File: config.mk
export PLATFORM = sky130hd
export DESIGN_NAME = chacha_perm_engine
export DESIGN_NICKNAME = d
export VERILOG_FILES = /design/src/rtl/chacha_pkg.sv /design/src/rtl/chacha_perm_ctrl.sv /design/src/rtl/chacha_perm_datapath.sv /design/src/rtl/chacha_perm_engine.sv
export SDC_FILE = /design/constraint.sdc
export NUM_CORES = 2
export LEC_CHECK = 0
export BUFFER_PORTS_ARGS = -buffer_cell sky130_fd_sc_hd__buf_2
export CORE_AREA = 3 3 399 401
export DETAILED_ROUTE_END_ITERATION = 7
export DIE_AREA = 0 0 402 404
export PLACE_DENSITY = 0.38
export SETUP_SLACK_MARGIN = 0.02
export SYNTH_ARGS = -nofsm -noshare
export SYNTH_HDL_FRONTEND = slang
export SYNTH_HIERARCHICAL = 1
export SYNTH_SLANG_ARGS = --single-unit
File: constraint.sdc
create_clock -name clk -period 5.9 [get_ports clk]
set_clock_uncertainty 0.1 [all_clocks]
set_input_delay 1.18 -clock clk [delete_from_list [all_inputs] [get_ports clk]]
set_output_delay 1.18 -clock clk [all_outputs]
set_load 0.01 [all_outputs]
File: src/rtl/chacha_pkg.sv
package chacha_pkg;

  // Words per state and bits per word
  parameter int WORD_W    = 32;
  parameter int NUM_WORDS = 16;
  // Fixed by the permutation: four steps per quarter-round, eight quarter-rounds per double round
  parameter int PHASES    = 4;
  parameter int GROUPS    = 8;

  // Strobes from the sequencer to the datapath
  typedef struct packed {
    logic       capture;   // load the input state this edge
    logic       doStep;    // perform one add/xor/rotate step this edge
    logic [2:0] groupSel;  // 0..3 column tuples, 4..7 diagonal tuples
    logic [1:0] phaseSel;  // step position inside the quarter-round
  } stepCtrl_t;

endpackage

File: src/rtl/chacha_perm_ctrl.sv
module chacha_perm_ctrl
  import chacha_pkg::*;
#(
  parameter int DOUBLE_ROUNDS = 10,
  localparam int TOTAL_STEPS  = DOUBLE_ROUNDS * GROUPS * PHASES,
  localparam int CNT_W        = $clog2(TOTAL_STEPS + 1),
  localparam int RND_W        = (DOUBLE_ROUNDS > 1) ? $clog2(DOUBLE_ROUNDS) : 1
) (
  input  logic             clk,
  input  logic             rstN,
  input  logic             startPulse,
  output stepCtrl_t        ctrl,
  output logic             busy,
  output logic             donePulse,
  output logic [CNT_W-1:0] stepCount
);

  logic             busyQ;
  logic             doneQ;
  logic [1:0]       phaseQ;
  logic [2:0]       groupQ;
  logic [RND_W-1:0] roundQ;
  logic [CNT_W-1:0] stepCntQ;
  logic             lastStep;
  logic             accept;

  always_comb begin
    accept   = !busyQ && startPulse;
    lastStep = busyQ && (phaseQ == 2'd3) && (groupQ == 3'd7) &&
               (roundQ == RND_W'(DOUBLE_ROUNDS - 1));
  end

  always_ff @(posedge clk or negedge rstN) begin
    if (!rstN) begin
      busyQ    <= 1'b0;
      doneQ    <= 1'b0;
      phaseQ   <= '0;
      groupQ   <= '0;
      roundQ   <= '0;
      stepCntQ <= '0;
    end else begin
      doneQ <= lastStep;
      if (accept) begin
        busyQ    <= 1'b1;
        phaseQ   <= '0;
        groupQ   <= '0;
        roundQ   <= '0;
        stepCntQ <= '0;
      end else if (busyQ) begin
        stepCntQ <= stepCntQ + CNT_W'(1);
        phaseQ   <= phaseQ + 2'd1;
        if (phaseQ == 2'd3) begin
          groupQ <= groupQ + 3'd1;
          if (groupQ == 3'd7) begin
            roundQ <= roundQ + RND_W'(1);
          end
        end
        if (lastStep) begin
          busyQ <= 1'b0;
        end
      end
    end
  end

  always_comb begin
    ctrl.capture  = accept;
    ctrl.doStep   = busyQ;
    ctrl.groupSel = groupQ;
    ctrl.phaseSel = phaseQ;
  end

  assign busy      = busyQ;
  assign donePulse = doneQ;
  assign stepCount = stepCntQ;

  // the finish flag never lasts two cycles
  assert_done_single_R8: assert property (@(posedge clk) disable iff (!rstN)
    donePulse |=> !donePulse);

  // the finish flag comes with a full count and an idle engine
  assert_done_full_count_R7: assert property (@(posedge clk) disable iff (!rstN)
    donePulse |-> (stepCount == CNT_W'(TOTAL_STEPS)) && !busy);

  // a start while running neither stops nor restarts the sequence
  assert_busy_start_ignored_R9: assert property (@(posedge clk) disable iff (!rstN)
    (busy && startPulse && !lastStep) |=> busy && (stepCount == $past(stepCount) + CNT_W'(1)));

endmodule

File: src/rtl/chacha_perm_datapath.sv
module chacha_perm_datapath
  import chacha_pkg::*;
#(
  parameter int W = WORD_W,
  parameter int N = NUM_WORDS,
  localparam int IDX_W   = $clog2(N),
  localparam int STATE_W = W * N,
  localparam int ROT_P0  = 16,
  localparam int ROT_P1  = 12,
  localparam int ROT_P2  = 8,
  localparam int ROT_P3  = 7
) (
  input  logic               clk,
  input  logic               rstN,
  input  stepCtrl_t          ctrl,
  input  logic [STATE_W-1:0] loadState,
  output logic [STATE_W-1:0] stateOut
);

  logic [W-1:0]     wordQ [N];
  logic [IDX_W-1:0] sumIdx;
  logic [IDX_W-1:0] addIdx;
  logic [IDX_W-1:0] mixIdx;
  logic [W-1:0]     sumVal;
  logic [W-1:0]     mixVal;
  logic [W-1:0]     rotVal;

  // Word index of a lane (a=0,b=1,c=2,d=3) for a tuple group: lane selects the row,
  // the column is shifted by the lane number on diagonal groups
  function automatic logic [IDX_W-1:0] laneIdx(input logic [2:0] grp, input logic [1:0] lane);
    logic [1:0] col;
    col = grp[1:0] + (grp[2] ? lane : 2'd0);
    return IDX_W'({lane, col});
  endfunction

  function automatic logic [W-1:0] rotl(input logic [W-1:0] x, input int n);
    return (x << n) | (x >> (W - n));
  endfunction

  // Even steps: a += b, d mixed. Odd steps: c += d, b mixed.
  always_comb begin
    if (!ctrl.phaseSel[0]) begin
      sumIdx = laneIdx(ctrl.groupSel, 2'd0);
      addIdx = laneIdx(ctrl.groupSel, 2'd1);
      mixIdx = laneIdx(ctrl.groupSel, 2'd3);
    end else begin
      sumIdx = laneIdx(ctrl.groupSel, 2'd2);
      addIdx = laneIdx(ctrl.groupSel, 2'd3);
      mixIdx = laneIdx(ctrl.groupSel, 2'd1);
    end
    sumVal = wordQ[sumIdx] + wordQ[addIdx];
    mixVal = wordQ[mixIdx] ^ sumVal;
    case (ctrl.phaseSel)
      2'd0:    rotVal = rotl(mixVal, ROT_P0);
      2'd1:    rotVal = rotl(mixVal, ROT_P1);
      2'd2:    rotVal = rotl(mixVal, ROT_P2);
      default: rotVal = rotl(mixVal, ROT_P3);
    endcase
  end

  always_ff @(posedge clk or negedge rstN) begin
    if (!rstN) begin
      for (int i = 0; i < N; i++) wordQ[i] <= '0;
    end else if (ctrl.capture) begin
      for (int i = 0; i < N; i++) wordQ[i] <= loadState[i*W +: W];
    end else if (ctrl.doStep) begin
      for (int i = 0; i < N; i++) begin
        if (IDX_W'(i) == sumIdx)      wordQ[i] <= sumVal;
        else if (IDX_W'(i) == mixIdx) wordQ[i] <= rotVal;
      end
    end
  end

  always_comb begin
    for (int i = 0; i < N; i++) stateOut[i*W +: W] = wordQ[i];
  end

  // an accepted start places the input vector on the output
  assert_capture_loads_R2: assert property (@(posedge clk) disable iff (!rstN)
    ctrl.capture |=> stateOut == $past(loadState));

  // with no strobe from the sequencer the state does not move
  assert_idle_hold_R10: assert property (@(posedge clk) disable iff (!rstN)
    (!ctrl.capture && !ctrl.doStep) |=> $stable(stateOut));

endmodule

File: src/rtl/chacha_perm_engine.sv
module chacha_perm_engine
  import chacha_pkg::*;
#(
  parameter int DOUBLE_ROUNDS = 10,
  localparam int STATE_W      = WORD_W * NUM_WORDS,
  localparam int CNT_W        = $clog2(DOUBLE_ROUNDS * GROUPS * PHASES + 1)
) (
  input  logic               clk,
  input  logic               rstN,
  input  logic               startPulse,
  input  logic [STATE_W-1:0] loadState,
  output logic               busy,
  output logic               donePulse,
  output logic [STATE_W-1:0] stateOut,
  output logic [CNT_W-1:0]   stepCount
);

  stepCtrl_t ctrl;

  chacha_perm_ctrl #(
    .DOUBLE_ROUNDS(DOUBLE_ROUNDS)
  ) u_ctrl (
    .clk       (clk),
    .rstN      (rstN),
    .startPulse(startPulse),
    .ctrl      (ctrl),
    .busy      (busy),
    .donePulse (donePulse),
    .stepCount (stepCount)
  );

  chacha_perm_datapath #(
    .W(WORD_W),
    .N(NUM_WORDS)
  ) u_dp (
    .clk      (clk),
    .rstN     (rstN),
    .ctrl     (ctrl),
    .loadState(loadState),
    .stateOut (stateOut)
  );

endmodule

==> out/metrics.yaml <==
run_status:
  status: "complete, no violations"
detailed_routing:
  drt_iter0_markers: 2979
  drc_errors: 0
  vias: 33200
  firstDrtPassIters: 5
  vias_per_cell: 5.01
  wirelength_um: 213000
  final_antenna_net_count: 0
  wire_per_inst_um: 32.2
sta:
  timing.final.crit_share_pct: 97.2
  hold_viol_final: 0
  final-setup-viol-count: 0
  hold_ws_ns: 0.370
  drv_slew: 0
  timing.fmax_mhz: 174
  rsz0062_at_grt: "true"
  worst_pin_slew_ns: 1.21
  fin_crit_ns: 5.74
  slew_headroom_pct: 19.3
synth:
  syn_nets: 3984
  yosysTopAreaCell: "dfrtp_1"
  synth_warnings: 6
  ys_ff_latch: 532
  synth_edf_count: 0
  netlist_instances: 3430
  synthFlopType: "dfrtp_1"
  synth_area_leaders: "dfrtp_1, mux4_2, nand2_1"
  syn_area_per_cell_um2: 9.33
  syn-cell-area_um2: 32000
  synth_top_cell_area_share_pct: 41.6
  async_reset_ff_share_pct: 100
  ys_seq_area_share_pct: 41.6
  synth_cell_types: 86
global_route:
  gr-total-overflow: 0
  grt_max_degree: 169
  grt.total_usage_pct: 25.2
  grt_pass1_wl_um: 286000
  antenna_found_initial: 39
  grt_pass1_vias: 32700
final_layout:
  final_cell_mix: "buf_2, dfrtp_1, nand2_1, nor2_1, a21oi_1"
  final_common_cell: "buf_2"
  drive_above_1_share_pct: 36.4
  fin_cells: 6623
  area_growth_pct: 36.6
  fin_util_pct: 28.0
  nets: 5055
clock_tree:
  cts_root_buffer: "clkbuf_16"
  tritoncts: "done"
  clock_sinks: 532
  cts_buffers: 73
  cts_hold_buf: 0
  clkTransAtPathRegs_ns: 0.06
  cts.htree.levels: 3
  clockBufferDepth: 3
  clk_latency_ns: 0.68
placement:
  dpl.hpwl_um: 169000
  routabilityCongestion: 0.902
  portBuffers: 1037
  dp_cells: 6468
floorplanning:
  core_area_um2: 156000
  die_y_um: 404
  row_count: 145
  initial_core_util_pct: 20.5
  die_area_um2: 162000
  die_w_um: 402
  io_pins: 1038
setup_path:
  path_max_fanout: 19
  path_common_cell: "buf_4"
  crit_type: "flop to flop"
  critPathArrivalTime_ns: 6.18
  endpoint_kind: "flop"
  start_kind: "flop"
  crit_chain: "ha_4 -> buf_12 -> buf_4 -> mux4_2 -> mux2_2 -> ha_2 -> a21oi_1 -> o21ai_0 -> mux2i_1 -> o311ai_1 -> or3_1 -> xor2_1 -> buf_4 -> a21oi_1 -> nor2_1 -> buf_4 -> a221o_1"
  critPathSlowestCell: "mux4_2"
  cpPeakStageDelay_ns: 0.57
  crit_required_ns: 6.34
job:
  maxCapViolCount: 0
worst_hold_path:
  hp-class: "input port to async pin"
-- synth_stat cells (all sizes together), types with 6 or more instances --
master  number
a221o       78
or3          8
a211oi      27
nor3b      127
a21o        27
buf         46
nand3       22
a22o        11
a311oi       6
a31oi       25
dfrtp      532
and2        13
xnor2       52
nor2b       15
mux2i      144
nor2       328
o31ai       51
nand2b      32
nand2      491
a21oi      317
xor2        39
o21ai      406
xnor3        9
inv         22
clkbuf     248
and3         6
mux4       114
mux2        52
nor3        41
o211ai      14
a221oi      20
nand4       11
ha          38
-- worst paths after layout --
kind,from,endpoint,slack [ns],depth (start not counted)
hold reg to reg,u_ctrl/stepCount[8],u_ctrl/stepCount[8],0.39,1
hold / removal,rstN,u_dp/stateOut[100],0.37,1
setup reg to reg,u_ctrl/groupQ[2],u_dp/stateOut[155],0.16,17
min in group clk,u_ctrl/stepCount[8],u_ctrl/stepCount[8],0.39,1
setup / recovery,u_ctrl/groupQ[2],u_dp/stateOut[155],0.16,17
max in group asynchronous,rstN,u_dp/stateOut[357],3.97,2
-- worst max-delay path: cells and delay by family (launching register included) --
kind            cells  cell delay [ns]
compound gates      5             1.29
xor+xnor            1             0.21
fa+ha+maj           2             0.87
buf+inv             4             0.79
flops               1             0.49
mux                 3             1.27
simple gates        2             0.56
-- cell type report --
cell class | instances | area, µm²
repair buffers | 1290 | 7520
fillers | 17000 | 112000
well taps | 2058 | 2570
clock inverters | 18 | 225
diodes | 15 | 37.5
inverters | 23 | 95.1
flip-flops and latches | 532 | 13300
multi-input cells | 2581 | 17800
clock buffers | 106 | 2130
-- layer usage --
| layer | GRT usage [%] | share of wire, % | vias up |
|---|---|---|---|
| met3 | 4.44 | 5.7 | 256 |
| met4 | 7.23 | 2.9 | 4 |
| met2 | 41.6 | 48 | 1281 |
| li1 | - | - | 14600 |
| met5 | 0 | 0.0094 | - |
| met1 | 33.8 | 44 | 17100 |
-- sequential cells by signal, indices dropped and copies added (netlist names) --
name / count
u_ctrl/roundQ: 4
u_ctrl/donePulse: 1
u_ctrl/busy: 1
u_ctrl/groupQ: 3
u_dp/stateOut: 512
u_ctrl/phaseQ: 2
u_ctrl/stepCount: 9
-- cell families after synthesis --
family | count (synthesis) | share of synthesized area (%)
xor gates and xnor gates | 103 | 3.60
DFF | 532 | 41.6
AOI/OAI and AO/OA | 1026 | 19.4
muxes | 310 | 14.4
and+or+nand+nor | 1103 | 15.6
buffers and inverters | 317 | 3.87
adders and majority gates | 39 | 1.55
-- per-stage QoR --
| step | TNS (ns) | setup WS, ns | area, µm² |
|---|---|---|---|
| finish | 0 | 0.165 | 43700 |
| global route | 0 | 0.0165 | 43700 |
| CTS | 0 | 0.0343 | 43600 |
| detailed placement | -3.86 | -0.209 | 41100 |
| global placement | -5.56 | -0.226 | 41100 |
| floorplan | 0 | 0.367 | 32000 |
-- what timing repair did --
item                                    CTS  global route
pin swaps                                 2             1
resized for setup                         4             9
endpoints found under the setup margin   53            82
buffers inserted                         11             5
Power is left out: the tool's default activity adds up to more than one toggle a clock period on the data nets, which glitch-free logic cannot reach.
